--- config.mk ---
export PLATFORM = sky130hd
export DESIGN_NAME = flash_fe_top
export DESIGN_NICKNAME = d
export VERILOG_FILES = /design/src/rtl/flash_fe_pkg.sv /design/src/rtl/flash_fe_edge.sv /design/src/rtl/flash_fe_decode.sv /design/src/rtl/flash_fe_addr_step.sv /design/src/rtl/flash_fe_top.sv
export SDC_FILE = /design/constraint.sdc
export NUM_CORES = 1
export LEC_CHECK = 0
export BUFFER_PORTS_ARGS = -buffer_cell sky130_fd_sc_hd__buf_2
export CAP_MARGIN = 20
export CORE_AREA = 2 2 114 116
export DETAILED_ROUTE_END_ITERATION = 10
export DIE_AREA = 0 0 116 118
export PLACE_DENSITY = 0.65
export SKIP_LAST_GASP = 1
export SYNTH_ARGS = -nofsm -noshare
export SYNTH_HDL_FRONTEND = slang
export SYNTH_SLANG_ARGS = --single-unit
--- constraint.sdc ---
create_clock -name clk -period 3.82 [get_ports clk]
set_clock_uncertainty 0.15 [all_clocks]
set_input_delay 0 -clock clk [delete_from_list [all_inputs] [get_ports clk]]
set_output_delay 0 -clock clk [all_outputs]
set_load 0.01 [all_outputs]
--- src/rtl/flash_fe_pkg.sv ---
package flash_fe_pkg;

  typedef enum logic [3:0] {
    C_NONE, C_STATUS, C_PGREAD, C_CONT, C_BUFRD, C_BUFWR,
    C_PROG_E, C_PROG_NE, C_PG_ER, C_BLK_ER, C_PROG_THRU,
    C_XFER, C_CMP, C_REWR
  } cmd_e;

  function automatic logic is_read(cmd_e c);
    return (c == C_PGREAD) || (c == C_CONT) || (c == C_BUFRD);
  endfunction

  function automatic logic is_write(cmd_e c);
    return (c == C_BUFWR) || (c == C_PROG_THRU);
  endfunction

  function automatic logic has_addr(cmd_e c);
    return (c != C_NONE) && (c != C_STATUS);
  endfunction

  function automatic logic is_launch(cmd_e c);
    return (c == C_PROG_E) || (c == C_PROG_NE) || (c == C_PG_ER) ||
           (c == C_BLK_ER) || (c == C_PROG_THRU) || (c == C_XFER) ||
           (c == C_CMP) || (c == C_REWR);
  endfunction

  function automatic logic [2:0] kind_of(cmd_e c);
    case (c)
      C_PROG_E:    return 3'd0;
      C_PROG_NE:   return 3'd1;
      C_PG_ER:     return 3'd2;
      C_BLK_ER:    return 3'd3;
      C_PROG_THRU: return 3'd4;
      C_XFER:      return 3'd5;
      C_CMP:       return 3'd6;
      default:     return 3'd7;
    endcase
  endfunction

endpackage

--- src/rtl/flash_fe_edge.sv ---
module flash_fe_edge #(
  parameter int N = 2
) (
  input  logic         clk,
  input  logic         rst_n,
  input  logic [N-1:0] sig,
  output logic [N-1:0] rise,
  output logic [N-1:0] fall
);
  logic [N-1:0] prev;

  for (genvar g = 0; g < N; g++) begin : g_edge
    always_ff @(posedge clk or negedge rst_n) begin
      if (!rst_n) prev[g] <= 1'b0;
      else        prev[g] <= sig[g];
    end
    assign rise[g] = sig[g] & ~prev[g];
    assign fall[g] = ~sig[g] & prev[g];
  end
endmodule

--- src/rtl/flash_fe_decode.sv ---
module flash_fe_decode
  import flash_fe_pkg::*;
#(
  parameter int CNT_W       = 7,
  parameter int ADDR_BITS   = 24,
  parameter int DUMMY_ARRAY = 32,
  parameter int DUMMY_BUF   = 8
) (
  input  logic [7:0]       opc,
  output cmd_e             cmd,
  output logic [CNT_W-1:0] hdr
);
  localparam int HDR_ADDR = 8 + ADDR_BITS;

  always_comb begin
    case (opc)
      8'h57, 8'hD7: cmd = C_STATUS;
      8'h52, 8'hD2: cmd = C_PGREAD;
      8'h68, 8'hE8: cmd = C_CONT;
      8'h54, 8'hD4: cmd = C_BUFRD;
      8'h84:        cmd = C_BUFWR;
      8'h83:        cmd = C_PROG_E;
      8'h88:        cmd = C_PROG_NE;
      8'h81:        cmd = C_PG_ER;
      8'h50:        cmd = C_BLK_ER;
      8'h82:        cmd = C_PROG_THRU;
      8'h53:        cmd = C_XFER;
      8'h60:        cmd = C_CMP;
      8'h58:        cmd = C_REWR;
      default:      cmd = C_NONE;
    endcase
  end

  always_comb begin
    case (cmd)
      C_NONE, C_STATUS: hdr = CNT_W'(8);
      C_PGREAD, C_CONT: hdr = CNT_W'(HDR_ADDR + DUMMY_ARRAY);
      C_BUFRD:          hdr = CNT_W'(HDR_ADDR + DUMMY_BUF);
      default:          hdr = CNT_W'(HDR_ADDR);
    endcase
  end
endmodule

--- src/rtl/flash_fe_addr_step.sv ---
module flash_fe_addr_step #(
  parameter int PAGE_BITS  = 9,
  parameter int BYTE_BITS  = 9,
  parameter int PAGE_BYTES = 264
) (
  input  logic [PAGE_BITS-1:0] page,
  input  logic [BYTE_BITS-1:0] byte_a,
  input  logic                 cross_page,
  output logic [PAGE_BITS-1:0] nxt_page,
  output logic [BYTE_BITS-1:0] nxt_byte
);
  localparam logic [BYTE_BITS-1:0] LAST = BYTE_BITS'(PAGE_BYTES - 1);

  always_comb begin
    nxt_page = page;
    if (byte_a == LAST) begin
      nxt_byte = '0;
      if (cross_page) nxt_page = page + PAGE_BITS'(1);
    end else begin
      nxt_byte = byte_a + BYTE_BITS'(1);
    end
  end
endmodule

--- src/rtl/flash_fe_top.sv ---
module flash_fe_top
  import flash_fe_pkg::*;
#(
  parameter int         PAGE_BITS   = 9,
  parameter int         BYTE_BITS   = 9,
  parameter int         PAGE_BYTES  = 264,
  parameter int         ADDR_BITS   = 24,
  parameter int         DUMMY_ARRAY = 32,
  parameter int         DUMMY_BUF   = 8,
  parameter int         BLOCK_SHIFT = 3,
  parameter logic [3:0] DENSITY     = 4'b0011
) (
  input  logic                 clk,
  input  logic                 rst_n,
  input  logic                 spi_sck,
  input  logic                 spi_csn,
  input  logic                 spi_si,
  output logic                 spi_so,
  output logic                 spi_so_oe,
  output logic                 sck_mode3,
  output logic                 rd_valid,
  input  logic                 rd_ready,
  output logic                 rd_src,
  output logic [PAGE_BITS-1:0] rd_page,
  output logic [BYTE_BITS-1:0] rd_byte,
  input  logic                 rd_rsp_valid,
  input  logic [7:0]           rd_rsp_data,
  output logic                 wr_valid,
  output logic [BYTE_BITS-1:0] wr_addr,
  output logic [7:0]           wr_data,
  output logic                 op_start,
  output logic [2:0]           op_kind,
  output logic [PAGE_BITS-1:0] op_page,
  input  logic                 stat_ready,
  input  logic                 stat_mismatch
);
  localparam int CNT_W = $clog2(8 + ADDR_BITS + DUMMY_ARRAY + 1);
  localparam int SH_W  = PAGE_BITS + BYTE_BITS - 1;
  localparam logic [CNT_W-1:0] OPC_LAST  = CNT_W'(7);
  localparam logic [CNT_W-1:0] ADDR_LAST = CNT_W'(ADDR_BITS + 7);

  logic [1:0] e_rise, e_fall;
  logic       sck_rise, sck_fall, cs_rise, cs_fall;

  flash_fe_edge #(.N(2)) edge_i (
    .clk(clk), .rst_n(rst_n), .sig({spi_csn, spi_sck}),
    .rise(e_rise), .fall(e_fall)
  );
  assign sck_rise = e_rise[0];
  assign sck_fall = e_fall[0];
  assign cs_rise  = e_rise[1];
  assign cs_fall  = e_fall[1];

  logic             active, addr_done, data_ph, req_pend, so_oe;
  cmd_e             cmd, dec_cmd;
  logic [CNT_W-1:0] bitcnt, hdr_len, dec_hdr, hdr_last;
  logic [SH_W-1:0]  shreg;
  logic [PAGE_BITS-1:0] cur_page, nxt_page;
  logic [BYTE_BITS-1:0] cur_byte, nxt_byte;
  logic [2:0]       obit, wbit;
  logic [7:0]       so_sr, fetched, status_byte;
  logic [6:0]       wsr;

  flash_fe_decode #(
    .CNT_W(CNT_W), .ADDR_BITS(ADDR_BITS),
    .DUMMY_ARRAY(DUMMY_ARRAY), .DUMMY_BUF(DUMMY_BUF)
  ) dec_i (
    .opc({shreg[6:0], spi_si}), .cmd(dec_cmd), .hdr(dec_hdr)
  );

  flash_fe_addr_step #(
    .PAGE_BITS(PAGE_BITS), .BYTE_BITS(BYTE_BITS), .PAGE_BYTES(PAGE_BYTES)
  ) step_i (
    .page(cur_page), .byte_a(cur_byte), .cross_page(cmd == C_CONT),
    .nxt_page(nxt_page), .nxt_byte(nxt_byte)
  );

  assign hdr_last    = hdr_len - CNT_W'(1);
  assign status_byte = {stat_ready, stat_mismatch, DENSITY, 2'b00};

  always_ff @(posedge clk or negedge rst_n) begin
    if (!rst_n) begin
      active    <= 1'b0;
      addr_done <= 1'b0;
      data_ph   <= 1'b0;
      req_pend  <= 1'b0;
      so_oe     <= 1'b0;
      sck_mode3 <= 1'b1;
      cmd       <= C_NONE;
      bitcnt    <= '0;
      hdr_len   <= '1;
      shreg     <= '0;
      cur_page  <= '0;
      cur_byte  <= '0;
      obit      <= '0;
      wbit      <= '0;
      so_sr     <= '0;
      fetched   <= '0;
      wsr       <= '0;
      wr_valid  <= 1'b0;
      wr_addr   <= '0;
      wr_data   <= '0;
      op_start  <= 1'b0;
      op_kind   <= '0;
      op_page   <= '0;
    end else begin
      op_start <= 1'b0;
      wr_valid <= 1'b0;
      if (req_pend && rd_ready) req_pend <= 1'b0;
      if (rd_rsp_valid) fetched <= rd_rsp_data;

      if (cs_fall) begin
        active    <= 1'b1;
        addr_done <= 1'b0;
        data_ph   <= 1'b0;
        req_pend  <= 1'b0;
        so_oe     <= 1'b0;
        sck_mode3 <= spi_sck;
        cmd       <= C_NONE;
        bitcnt    <= '0;
        hdr_len   <= '1;
        obit      <= '0;
        wbit      <= '0;
      end else if (cs_rise) begin
        active   <= 1'b0;
        data_ph  <= 1'b0;
        req_pend <= 1'b0;
        so_oe    <= 1'b0;
        if (active && addr_done && is_launch(cmd)) begin
          op_start <= 1'b1;
          op_kind  <= kind_of(cmd);
          op_page  <= (cmd == C_BLK_ER) ?
                      {cur_page[PAGE_BITS-1:BLOCK_SHIFT], BLOCK_SHIFT'(0)} : cur_page;
        end
      end else if (active && sck_rise) begin
        if (!data_ph) begin
          shreg <= {shreg[SH_W-2:0], spi_si};
          if (bitcnt != hdr_len) bitcnt <= bitcnt + CNT_W'(1);
          if (bitcnt == OPC_LAST) begin
            cmd     <= dec_cmd;
            hdr_len <= dec_hdr;
            if (dec_cmd == C_STATUS) data_ph <= 1'b1;
          end
          if (bitcnt == ADDR_LAST && has_addr(cmd)) begin
            addr_done <= 1'b1;
            cur_page  <= shreg[BYTE_BITS-1 +: PAGE_BITS];
            cur_byte  <= {shreg[BYTE_BITS-2:0], spi_si};
          end
          if (bitcnt == hdr_last && bitcnt > OPC_LAST && has_addr(cmd)) begin
            data_ph <= 1'b1;
            if (is_read(cmd)) req_pend <= 1'b1;
          end
        end else if (is_write(cmd)) begin
          wsr  <= {wsr[5:0], spi_si};
          wbit <= wbit + 3'd1;
          if (wbit == 3'd7) begin
            wr_valid <= 1'b1;
            wr_addr  <= cur_byte;
            wr_data  <= {wsr, spi_si};
            cur_byte <= nxt_byte;
          end
        end
      end else if (active && sck_fall && data_ph &&
                   (is_read(cmd) || cmd == C_STATUS)) begin
        so_oe <= 1'b1;
        obit  <= obit + 3'd1;
        if (obit == 3'd0) begin
          if (cmd == C_STATUS) begin
            so_sr <= status_byte;
          end else begin
            so_sr    <= fetched;
            cur_page <= nxt_page;
            cur_byte <= nxt_byte;
            req_pend <= 1'b1;
          end
        end else begin
          so_sr <= {so_sr[6:0], 1'b0};
        end
      end
    end
  end

  assign spi_so    = so_sr[7];
  assign spi_so_oe = so_oe;
  assign rd_valid  = req_pend;
  assign rd_src    = (cmd == C_BUFRD);
  assign rd_page   = cur_page;
  assign rd_byte   = cur_byte;

  // launch is a single-cycle strobe seen with chip select high
  p_op_closed_r8: assert property (@(posedge clk) disable iff (!rst_n)
    op_start |-> spi_csn);
  p_op_pulse_r8: assert property (@(posedge clk) disable iff (!rst_n)
    op_start |=> !op_start);
  // write beats come from inside a frame, one cycle each
  p_wr_in_frame_r7: assert property (@(posedge clk) disable iff (!rst_n)
    wr_valid |-> $past(!spi_csn));
  p_wr_pulse_r7: assert property (@(posedge clk) disable iff (!rst_n)
    wr_valid |=> !wr_valid);
  // driver off while deselected
  p_oe_off_r12: assert property (@(posedge clk) disable iff (!rst_n)
    (spi_csn && $past(spi_csn)) |-> !spi_so_oe);
  // driver only for decoded read or status commands
  p_oe_readcmd_r10: assert property (@(posedge clk) disable iff (!rst_n)
    spi_so_oe |-> (is_read(cmd) || cmd == C_STATUS));
endmodule

# --- Word-level counts from Yosys, hierarchy flattened ---
# Cells that the tools add are included.
# W data, S select, Z words.
totals:
  elab_cells: 237
  output_inout_bits: 54
  inputBits: 17
  reg_bits: 121
op_classes:
  n_eq_ne: 51
  n_addsub: 6
  n_bitwise: 12
  magnitude_cmp: 1
  n_reduce_logical: 58
  muxes: 84
ops:
  columns: ["op", "count"]
  rows:
  - ["$mux W9", 17]
  - ["$eq A8 B8 Y1 const B", 9]
  - ["$mux W7", 10]
  - ["$eq A8 B7 Y1 const B", 8]
  - ["$pmux W4 S13", 1]
  - ["$mux W1", 37]
  - ["$mux W3", 10]
  - ["$eq A4 B4 Y1 const B", 6]
  - ["$reduce_and A4 Y1", 6]
  - ["$reduce_bool A2 Y1", 12]
  - ["$pmux W3 S7", 1]
  - ["$pmux W7 S3", 1]
  - ["$eq A4 B3 Y1 const B", 5]
  - ["$mux W4", 5]
  - ["$add A9 B1 Y9 const B", 2]
  - ["$eq A4 B2 Y1 const B", 4]
  - ["$mux W8", 2]
  - ["$reduce_or A2 Y1", 6]
  - ["$logic_and A1 B1 Y1", 11]
  - ["$logic_or A1 B1 Y1", 11]
  - ["$eq A9 B9 Y1 const B", 1]
  - ["$ne A3 B2 Y1 const B", 3]
  - ["$reduce_and A9 Y1", 1]
  - ["$eq A4 B1 Y1 const B", 2]
  - ["24 further kinds", 41]

# --- Logic depth before layout (Yosys ltp) ---
logic_depth:
  depth_word: 12
  depth_mapped: 9
  mapped_depth_nobuf: 7

# --- Hierarchy ---
# From an unflattened synthesis, not the netlist that was laid out.
hier_totals:
  hier_cells: 598
  hier_area_um2: 6583.8
by_module_without_submodules:
  columns: ["mod", "cells_each", "n_inst", "area_each_um2", "seq_area_each_um2"]
  rows:
  - ["flash_fe_top", 484, 1, 5671.7, 2987.9]
  - ["flash_fe_decode", 52, 1, 422.9, 0.0]
  - ["flash_fe_addr_step", 56, 1, 404.1, 0.0]
  - ["flash_fe_edge", 6, 1, 85.1, 50.0]

# --- Least setup slack after synthesis ---
# Ideal clock, no wire load.
synth_timing:
  kind: "reg-to-reg"
  from: "register edge_i.prev[1]"
  to: "register wr_addr[0]"
  synth_period_minus_slack_ns: 2.377
  slack_ns: 1.443
  path_buffers: 3
  required_time_ns: 3.545
  arrival_ns: 2.102
  setup_ns: 0.125
  stages_incl_launch_ff: 9
  cell_sequence: "dfrtp_1 ha_1 clkbuf_1 or2_2 clkbuf_1 nor3_1 nand2_1 buf_2 mux2_2"
synth_via:
  elab_cells_between_ends: 6
  classes_between: "5 x bitwise; 1 x reduce/logical"
synth_rtl:
  columns: ["item", "line", "source"]
  rows:
  - ["from (decl)", "flash_fe_edge.sv:10", "logic [N-1:0] prev;"]
  - ["from (signal, indexed assignment)", "flash_fe_edge.sv:15", "else prev[g] <= sig[g];"]
  - ["$and A1 B1 Y1", "flash_fe_edge.sv:18", "assign fall[g] = ~sig[g] & prev[g];"]
  - ["named net e_fall[1]", "flash_fe_top.sv:42", "logic [1:0] e_rise, e_fall;"]
  - ["$not A1 Y1 (no source line)", null, null]
  - ["$reduce_and A6 Y1 (no source line)", null, null]
  - ["to (signal assigned)", "flash_fe_top.sv:158", "wr_addr <= cur_byte;"]
  - ["to (decl)", "flash_fe_top.sv:29", "output logic [BYTE_BITS-1:0] wr_addr,"]
# The timed path passes the listed nets, and every way through them passes these cells.
# A chain may end at the register's enable or synchronous reset.

# --- Worst setup path in the final report ---
layout_timing:
  from: "register edge_i.prev[1]"
  to: "register wr_data[5]"
layout_via:
  elab_cells_between_ends: 6
  classes_between: "5 x bitwise; 1 x reduce/logical"
layout_rtl:
  columns: ["item", "line", "source"]
  rows:
  - ["$and A1 B1 Y1", "flash_fe_edge.sv:18", null]
  - ["named net e_fall[1]", "flash_fe_top.sv:42", null]
  - ["$not A1 Y1 (no source line)", null, null]
  - ["$reduce_and A6 Y1 (no source line)", null, null]
  - ["to (signal assigned)", "flash_fe_top.sv:159", "wr_data <= {wsr, spi_si};"]
  - ["to (decl)", "flash_fe_top.sv:30", "output logic [7:0] wr_data,"]
# The timed path passes the listed nets, and every way through them passes these cells.

==> run_results.csv <==
group,metric,value,unit
critical_path,cp-start-kind,"register",
clock_network,clk_pin_slew,0.05,ns
logic_synthesis,ys_seq_area_share,49.2,%
clock_network,clockRootBuffer,"clkbuf_16",
timing,min_period,2.85,ns
placement,dp_slack,0.984,ns
grt,grt_first_pass_wirelength,22500,um
flow_run,cap_viol_max_count,0,
critical_path,path_cells,"ha_1, or2_2, nor3_1, buf_4, nand2_1, mux2_2",
routing,wl_per_cell,16.0,um
power,p_int,2.62,mW
final_layout,multi_input_area,0.00288,mm^2
logic_synthesis,synth_fp_nets,585,
logic_synthesis,yosysMostFrequentCell,"dfrtp_1",
routing,vias,4730,
final_layout,area_growth,23.0,%
critical_path,r2r-start,"edge_i.prev[1]$_DFF_PN0_",
critical_path,worstSetupPathDepth,6,
floorplanning,core_area,0.0124,mm^2
timing,setup_viol,0,
power,pwr-share-comb,10.0,%
clock_network,clk_path_buf_depth,2,
critical_path,r2r_cells,6,
power,switching_share,23.9,%
final_layout,fillers,1074,
timing,rsz0062_at_grt,"no",
timing,period_share,74.6,%
routing,finalWirelength,13300,um
placement,io_buffer_count,70,
critical_path,cp_max_fo,19,
logic_synthesis,synth_area_leader_cell,"dfrtp_1",
timing,setup_ws,0.972,ns
logic_synthesis,async_flop_share,100,%
critical_path,slowest_delay,0.46,ns
floorplanning,die_h,118,um
clock_network,cts_resized,0,
floorplanning,num_rows,41,
logic_synthesis,ys_seq_elements,118,
floorplanning,die_area,0.0137,mm^2
logic_synthesis,ys_types,64,
timing,hold_viol,0,
grt,grt_pass1_vias,4558,
clock_network,clkLatencyLatePin,0.42,ns
timing,worst_pin_slew,0.886,ns
logic_synthesis,avgSynthCellArea,10.8,um^2
critical_path,cp_top_family,"simple AND/OR/NAND/NOR gates",
logic_synthesis,synthFlopType,"dfrtp_1",
logic_synthesis,ys_top_cells_by_area,"dfrtp_1, mux2_2, o21ai_0, a21oi_1, nand2_1",
outcome,status,"finished clean",
floorplanning,ios,71,
timing,tns,0,ns
logic_synthesis,yosysWarnings,0,
routing,firstDrtPassIters,5,
floorplanning,die_w,116,um
power,power_frac_clock,48.3,%
clock_network,cts_tree,"done",
final_layout,seqCellArea,0.00296,mm^2
timing,final_max_slew_viol_count,0,
critical_path,cp_slowest_cell,"or2_2",
power,power_density,466,mW/mm^2
grt,grt_max_degree,80,
grt,gr-total-overflow,0,
grt,track_usage,20.7,%
clock_network,cts_htree_levels,4,
logic_synthesis,syn_area,0.00601,mm^2
timing,fmax,0.351,GHz
critical_path,end_kind,"register",
logic_synthesis,netlist_top_cells_count,"dfrtp_1, mux2_2, nand2_1, o21ai_0, a21oi_1",
critical_path,reg2reg_to,"wr_data[5]$_DFFE_PN0P_",
clock_network,numCtsBuffers,17,
routing,vias_per_cell,5.69,
routing,antenna_left,0,
grt,antenna_found_initial,0,
clock_network,clock_sinks,118,
placement,place_hpwl,9080,um
power,peakVddDrop,275,uV
critical_path,endpoint,"wr_data[5]$_DFFE_PN0P_",
power,p_seq_share,41.7,%
critical_path,worstPathArrival,2.99,ns
critical_path,path_class,"reg2reg",
placement,routabilityCongestion,0.853,
critical_path,crit_required,3.96,ns
critical_path,critPathBufInv,1,
routing,drc,0,
timing,slew_headroom,40.7,%
hold_path,hold_depth,2,
power,power.switching,825,uW
logic_synthesis,synth.top_cell.area_share,47.0,%
logic_synthesis,synth_edf_count,0,
clock_network,postCtsSetupRepairBufs,0,
floorplanning,initial_core_util,48.4,%
final_layout,drive_above_1_share,28.8,%
final_layout,final_nets,675,
logic_synthesis,syn_inst,557,
critical_path,startpoint,"edge_i.prev[1]$_DFF_PN0_",
routing,drt_iter0_drc,352,
hold_path,worstHoldPathType,"in2reg",
power,power.leakage,3.58,nW
critical_path,r2r_slack,0.97,ns
final_layout,diodes,0,
kinds of logic (layout without fill, tap and decap cells):
| kind of cell | Yosys count | after routing | synth area share (%) |
|---|---|---|---|
| muxes | 65 | 65 | 12.0 |
| adders and majority gates | 11 | 11 | 2.29 |
| buffers and inverters | 44 | 147 | 3.06 |
| AOI/OAI and AO/OA | 137 | 137 | 15.6 |
| DFF | 118 | 118 | 49.2 |
| and+or+nand+nor | 173 | 173 | 16.5 |
| xor gates and xnor gates | 9 | 9 | 1.31 |
repair_timing:
item	CTS	global route
hold buffers	23	1
endpoints found under the setup margin	0	0
endpoints found under the hold margin	93	17
power by group through the flow:
stage	clock network (mW)	registers (mW)	logic (mW)
2_1_floorplan	0	1.39	0.255
3_3_place_gp	0	1.45	0.310
3_5_place_dp	0	1.45	0.318
4_1_cts	1.70	1.43	0.343
5_1_grt	1.77	1.45	0.386
6_report	1.67	1.44	0.344
through the flow:
stage                     utilization [%]  hold WS [ns]  area [um^2]  power (mW)  instances
final                                59.6         0.115         7400        3.45        832
after global routing                 59.6         0.121         7400        3.61        832
after CTS                            59.3         0.100         7360        3.48        830
after detailed placement             52.4       0.00447         6500        1.77        775
after global placement               52.4      -0.00268         6500        1.76        775
after floorplan                         -        -0.446         6010        1.65        557
final cells by class:
| cell class | instances | share of cell area [%] |
|---|---|---|
| well taps | 172 | 2.91 |
| inverters | 13 | 0.660 |
| clock buffers | 23 | 6.46 |
| clock inverters | 9 | 2.00 |
| repair buffers | 102 | 9.10 |
| multi-input cells | 395 | 38.9 |
| flip-flops and latches | 118 | 40.0 |
layout by cell type, fill, tap and decap left out, types with 8 or more instances in the layout:
cell and count:
nand4_1 8, a21oi_1 34, buf_2 69, o2bb2ai_1 8, nand2_1 45, buf_4 8, mux2_2 59, ha_1 11
nand3_1 14, o21ai_0 35, clkbuf_16 17, dlygate4sd3_1 24, dfrtp_1 113, inv_1 13, nor2_1 21, nor3_1 10
registers in the layout, indices dropped and copies added, names as in the netlist, 3 cells and up:
| register | cells |
|---|---|
| wr_addr | 9 |
| fetched | 8 |
| bitcnt | 7 |
| hdr_len | 4 |
| op_page | 9 |
| so_sr | 8 |
| rd_byte | 9 |
| wsr | 7 |
| cmd | 4 |
| shreg | 17 |
| rd_page | 9 |
| wr_data | 8 |
| op_kind | 3 |
| obit | 3 |
| wbit | 3 |
worst min-delay path by stage:
stage | startpoint | end | slack [ns]
2_1_floorplan | rst_n | active$_DFFE_PN0N_ | -0.45
3_3_place_gp | spi_csn | edge_i.prev[1]$_DFF_PN0_ | -0.003
3_5_place_dp | spi_csn | edge_i.prev[1]$_DFF_PN0_ | 0.004
4_1_cts | spi_csn | edge_i.prev[1]$_DFF_PN0_ | 0.10
5_1_grt | spi_csn | edge_i.prev[1]$_DFF_PN0_ | 0.12
6_report | spi_csn | edge_i.prev[1]$_DFF_PN0_ | 0.12
per-layer routing:
| metal | up-vias | wire (um) | share of wire (%) | GRT usage [%] |
|---|---|---|---|---|
| li1 | 2257 | - | - | - |
| met1 | 2313 | 6240 | 47 | 27.7 |
| met2 | 141 | 6270 | 47 | 31.9 |
| met3 | 19 | 581 | 4.4 | 6.13 |
| met4 | 0 | 209 | 1.6 | 7.37 |
| met5 | - | 0 | 0 | 0 |
Power figures use the tool's default switching activity.
